--- src/rtl/stereo_serial_tx.sv ---
module stereo_serial_tx #(
  parameter int WORD_BITS = 16,
  parameter int HALF_DIV  = 2
) (
  input  logic                 clk,
  input  logic                 rst_n,
  input  logic                 enable,
  input  logic                 cfg_master,
  input  logic                 cfg_ws_lead,
  input  logic                 cfg_rise_launch,
  input  logic                 cfg_ws_swap,
  input  logic                 pair_valid,
  output logic                 pair_ready,
  input  logic [WORD_BITS-1:0] pair_left,
  input  logic [WORD_BITS-1:0] pair_right,
  input  logic                 sck_in,
  input  logic                 ws_in,
  output logic                 sck_out,
  output logic                 ws_out,
  output logic                 sd_out
);
  localparam int CW = (WORD_BITS > 1) ? $clog2(WORD_BITS) : 1;
  localparam int DW = (HALF_DIV > 1) ? $clog2(HALF_DIV) : 1;

  logic m_c, lead_c, rise_c, swap_c;
  logic sck_s1, sck_s2, sck_s3, ws_s1, ws_s2;
  logic [DW-1:0] dcnt;
  logic [CW-1:0] bcnt;
  logic sck_q, ws_seen, chg_d;
  logic [WORD_BITS-1:0] sh, rbuf;

  logic half_end, tick, ws_now, chg, start, now_left;

  assign half_end = (dcnt == DW'(HALF_DIV - 1));
  assign tick = enable & (m_c ? (half_end & (sck_q != rise_c))
                              : ((sck_s2 != sck_s3) & (sck_s2 == rise_c)));
  assign ws_now = m_c ? ((bcnt == CW'(WORD_BITS - 1)) ? ~ws_seen : ws_seen) : ws_s2;
  assign chg = (ws_now != ws_seen);
  assign start = lead_c ? chg_d : chg;
  assign now_left = (ws_now == swap_c);
  assign pair_ready = tick & start & now_left;

  assign sck_out = m_c & sck_q;
  assign ws_out  = m_c & ws_seen;
  assign sd_out  = sh[WORD_BITS-1];

  always_ff @(posedge clk or negedge rst_n) begin
    if (!rst_n) begin
      sck_s1 <= 1'b0;
      sck_s2 <= 1'b0;
      sck_s3 <= 1'b0;
      ws_s1  <= 1'b0;
      ws_s2  <= 1'b0;
    end else begin
      sck_s1 <= sck_in;
      sck_s2 <= sck_s1;
      sck_s3 <= sck_s2;
      ws_s1  <= ws_in;
      ws_s2  <= ws_s1;
    end
  end

  always_ff @(posedge clk or negedge rst_n) begin
    if (!rst_n) begin
      m_c     <= 1'b0;
      lead_c  <= 1'b0;
      rise_c  <= 1'b0;
      swap_c  <= 1'b0;
      sck_q   <= 1'b0;
      ws_seen <= 1'b0;
      chg_d   <= 1'b0;
      dcnt    <= '0;
      bcnt    <= '0;
      sh      <= '0;
      rbuf    <= '0;
    end else if (!enable) begin
      m_c     <= cfg_master;
      lead_c  <= cfg_ws_lead;
      rise_c  <= cfg_rise_launch;
      swap_c  <= cfg_ws_swap;
      sck_q   <= ~cfg_rise_launch;
      ws_seen <= ~cfg_ws_swap;
      chg_d   <= 1'b0;
      dcnt    <= '0;
      bcnt    <= CW'(WORD_BITS - 1);
      sh      <= '0;
      rbuf    <= '0;
    end else begin
      if (m_c) begin
        dcnt <= half_end ? '0 : dcnt + DW'(1);
        if (half_end) sck_q <= ~sck_q;
      end
      if (tick) begin
        ws_seen <= ws_now;
        chg_d   <= chg;
        bcnt    <= (bcnt == CW'(WORD_BITS - 1)) ? '0 : bcnt + CW'(1);
        if (start && now_left) begin
          sh   <= pair_valid ? pair_left  : '0;
          rbuf <= pair_valid ? pair_right : '0;
        end else if (start) begin
          sh <= rbuf;
        end else begin
          sh <= {sh[WORD_BITS-2:0], 1'b0};
        end
      end
    end
  end
endmodule

--- config.mk ---
export PLATFORM = sky130hd
export DESIGN_NAME = stereo_serial_tx
export DESIGN_NICKNAME = d
export VERILOG_FILES = /design/src/rtl/stereo_serial_tx.sv
export SDC_FILE = /design/constraint.sdc
export NUM_CORES = 1
export LEC_CHECK = 0
export BUFFER_PORTS_ARGS = -buffer_cell sky130_fd_sc_hd__buf_2
export CORE_ASPECT_RATIO = 1.5
export CORE_MARGIN = 3
export CORE_UTILIZATION = 55
export DETAILED_ROUTE_END_ITERATION = 10
export PLACE_DENSITY = 0.79
export RECOVER_POWER = 100
export SLEW_MARGIN = 20
export SYNTH_ARGS = -nofsm -noshare
export SYNTH_HDL_FRONTEND = slang
export SYNTH_SLANG_ARGS = --single-unit
--- constraint.sdc ---
create_clock -name clk -period 5.35 [get_ports clk]
set_input_delay 0.8025 -clock clk [delete_from_list [all_inputs] [get_ports clk]]
set_output_delay 0.8025 -clock clk [all_outputs]
set_load 0.02 [all_outputs]
==> flow_summary.json <==
{
  "outcome": "complete, but fails checks",
  "violations": "capacitance limit, slew limit",
  "routabilityCongestion": 0.789,
  "leakagePower_nw": 1.53,
  "slew_viol_final": 98,
  "cts_setup_buffers": 0,
  "tns_ns": 0,
  "arrival_ns": 2.89,
  "synth_cell_type_count": 44,
  "antennaDiodeCount": 0,
  "hold-worst-slack_ns": 0.352,
  "fin_ws_ns": 1.66,
  "vias_per_cell": 5.97,
  "power_mw": 0.871,
  "endpoint_kind": "primary output",
  "cp.required_ns": 4.55,
  "startpoint_type": "input pin",
  "root_buffer": "clkbuf_8",
  "grtUsageTotal_pct": 22.0,
  "core_area_sq_um": 5490,
  "drc_errors": 0,
  "cts-resized-gates": 0,
  "drtAntennaViolNets": 0,
  "ios": 46,
  "vias": 2590,
  "grt_max_degree": 50,
  "hold_buffers": 0,
  "overflow": 0,
  "drtIter0Drc": 120,
  "wl_um": 6570,
  "clockBufferDepth": 2,
  "hold_class": "reg -> reg",
  "synth-edff-count": 0,
  "fin_crit_sh_pct": 69.0,
  "yosysTopAreaCell": "dfrtp_1",
  "synth_ff_type": "dfrtp_1",
  "clkSinkCount": 49,
  "syn_area_sq_um": 3130,
  "syn_nets": 381,
  "cts_max_level": 2,
  "vdd_drop_max_v": 0.000123,
  "syn_avg_cell_area_sq_um": 9.27,
  "synthTopCellsByArea": "dfrtp_1 (39%), mux2i_1 (15%), nand2_1 (8.6%)",
  "wl_per_cell_um": 15.1,
  "clk_latency_ns": 0.30,
  "final_nets": 407,
  "die_y_um": 98.4,
  "cts.clk_slew.worst_paths_ns": 0.08,
  "ys_async_sr_fraction_pct": 100,
  "final_util_pct": 62.2,
  "firstDrtPassIters": 4,
  "cap_violations": 2,
  "place_hpwl_um": 4470,
  "crit_type": "in -> out",
  "post_synth_inst_count": 338,
  "synth_most_common_cell": "nand2_1",
  "fmax_mhz": 271,
  "synth_top_area_share_pct": 39.2,
  "drive_above_1_share_pct": 16.8,
  "pre_cts_ws_ns": 2.32,
  "yosysSeqAreaShare_pct": 39.2,
  "rows": 33,
  "synthTopCellsByCount": "nand2_1 (72), dfrtp_1 (49), mux2i_1 (47), and2_1 (22), o21ai_0 (20)",
  "rsz0062_at_grt": "false",
  "die_area_sq_um": 6650,
  "p_per_area_nw_per_um2": 255,
  "syn_to_final_growth_pct": 9.11,
  "antenna_found_initial": 0,
  "hold_viol_final": 0,
  "cts_made_buffers": 5,
  "cts_tree": "done",
  "grt_pass1_wl_um": 11500,
  "fin_skew_ns": 0.00681,
  "die_w_um": 67.6,
  "worst_slew_pin_slew_ns": 2.57,
  "period_minus_slack_ns": 3.69,
  "grt_pass1_vias": 2559,
  "worstPathMaxFanout": 47,
  "nFillCells": 502,
  "yosysWarnings": 0,
  "finalSetupViolCount": 0,
  "io_buffer_count": 45,
  "start_util_pct": 57.0,
  "ys_seq_elements": 49,
  "slew_headroom_pct": -71.5
}
==> critical path: stages <==
cell and delay, ns:
clkbuf_1 1.44, and4_1 0.40, clkbuf_1 0.24
==> layout by cell type, fill, tap and decap left out, drive strengths merged <==
| master | netlist | routed |
|---|---|---|
| xnor2 | 2 | 2 |
| o21ai | 20 | 20 |
| nor2b | 1 | 1 |
| nor2 | 4 | 4 |
| o2bb2ai | 15 | 15 |
| nor4b | 1 | 1 |
| and3 | 1 | 1 |
| nand2 | 72 | 72 |
| or2 | 1 | 1 |
| buf | 13 | 43 |
| a221oi | 15 | 15 |
| o22ai | 15 | 15 |
| a31oi | 2 | 2 |
| nand4b | 1 | 1 |
| nand3 | 9 | 9 |
| dfrtp | 49 | 49 |
| o31ai | 2 | 2 |
| mux2 | 5 | 5 |
| and4 | 2 | 2 |
| a21oi | 6 | 6 |
| and4b | 1 | 1 |
| nor4bb | 1 | 1 |
| mux2i | 47 | 47 |
| ha | 1 | 1 |
| o21bai | 1 | 1 |
| a211o | 1 | 1 |
| and2 | 22 | 22 |
| o211ai | 1 | 1 |
| o311ai | 1 | 1 |
| clkbuf | 16 | 12 |
| a311oi | 1 | 1 |
| a211oi | 1 | 1 |
| xor2 | 2 | 2 |
| inv | 1 | 1 |
| nand3b | 1 | 1 |
| and3b | 2 | 2 |
| a2bb2oi | 1 | 1 |
| nor3b | 1 | 1 |
==> cell type report <==
cell class | instances | area, sq um | area share (%)
Multi-Input combinational cell | 259 | 1770 | 51.9
Clock buffer | 7 | 86.3 | 2.53
Tap cell | 70 | 87.6 | 2.56
Timing Repair Buffer | 48 | 239 | 6.99
Sequential cell | 49 | 1230 | 35.9
Inverter | 1 | 3.75 | 0.110
==> cell families (layout without fill, tap and decap cells) <==
| kind of cell | Yosys count | in the layout | synth area share, % |
|---|---|---|---|
| DFF | 49 | 49 | 39.2 |
| buffers and inverters | 30 | 56 | 4.47 |
| xor gates and xnor gates | 4 | 4 | 1.12 |
| adders and majority gates | 1 | 1 | 0.399 |
| and+or+nand+nor | 120 | 120 | 18.9 |
| muxes | 52 | 52 | 16.8 |
| AOI/OAI and AO/OA | 82 | 82 | 19.2 |
==> layer usage <==
layer | track usage (%) | routed length, um | vias to the layer above
li1 | - | - | 1279
met1 | 27.8 | 2720 | 1243
met2 | 37.4 | 3430 | 62
met3 | 2.85 | 314 | 6
met4 | 8.13 | 107 | 0
met5 | 0 | 0 | -
==> stage by stage <==
| step | cell area (sq um) | std cells |
|---|---|---|
| after CTS | 3420 | 434 |
| final | 3420 | 434 |
| after floorplan | 3130 | 338 |
| after detailed placement | 3340 | 427 |
| after global routing | 3420 | 434 |
| after global placement | 3340 | 427 |
==> flip-flops by register name, summed over array words and instances (netlist names) <==
name,cells
dcnt,1
sck_q,1
m_c,1
rise_c,1
sck_s3,1
sh,16
ws_seen,1
ws_s1,1
swap_c,1
bcnt,4
sck_s2,1
lead_c,1
chg_d,1
ws_s2,1
rbuf,16
sck_s1,1
==> power breakdown <==
part	leakage, nW	switching (mW)	internal, mW
combinational	0.849	0.149	0.0942
clock	0.0443	0.115	0.103
sequential	0.639	0.0216	0.389
total	1.53	0.285	0.585
==> final timing paths <==
| path | endpoint | from | cells after the start | slack (ns) |
|---|---|---|---|---|
| worst max-delay path | pair_ready | enable | 3 | 1.66 |
| worst min-delay path | ws_s2 | ws_s1 | 0 | 0.35 |
| worst max register to register | rbuf[1] | m_c | 4 | 2.00 |
| worst min register to register | ws_s2 | ws_s1 | 0 | 0.35 |
| max in group asynchronous | sck_s1 | rst_n | 2 | 2.50 |
| min in group asynchronous | rbuf[12] | rst_n | 2 | 1.39 |
Power figures use the tool's default switching activity.
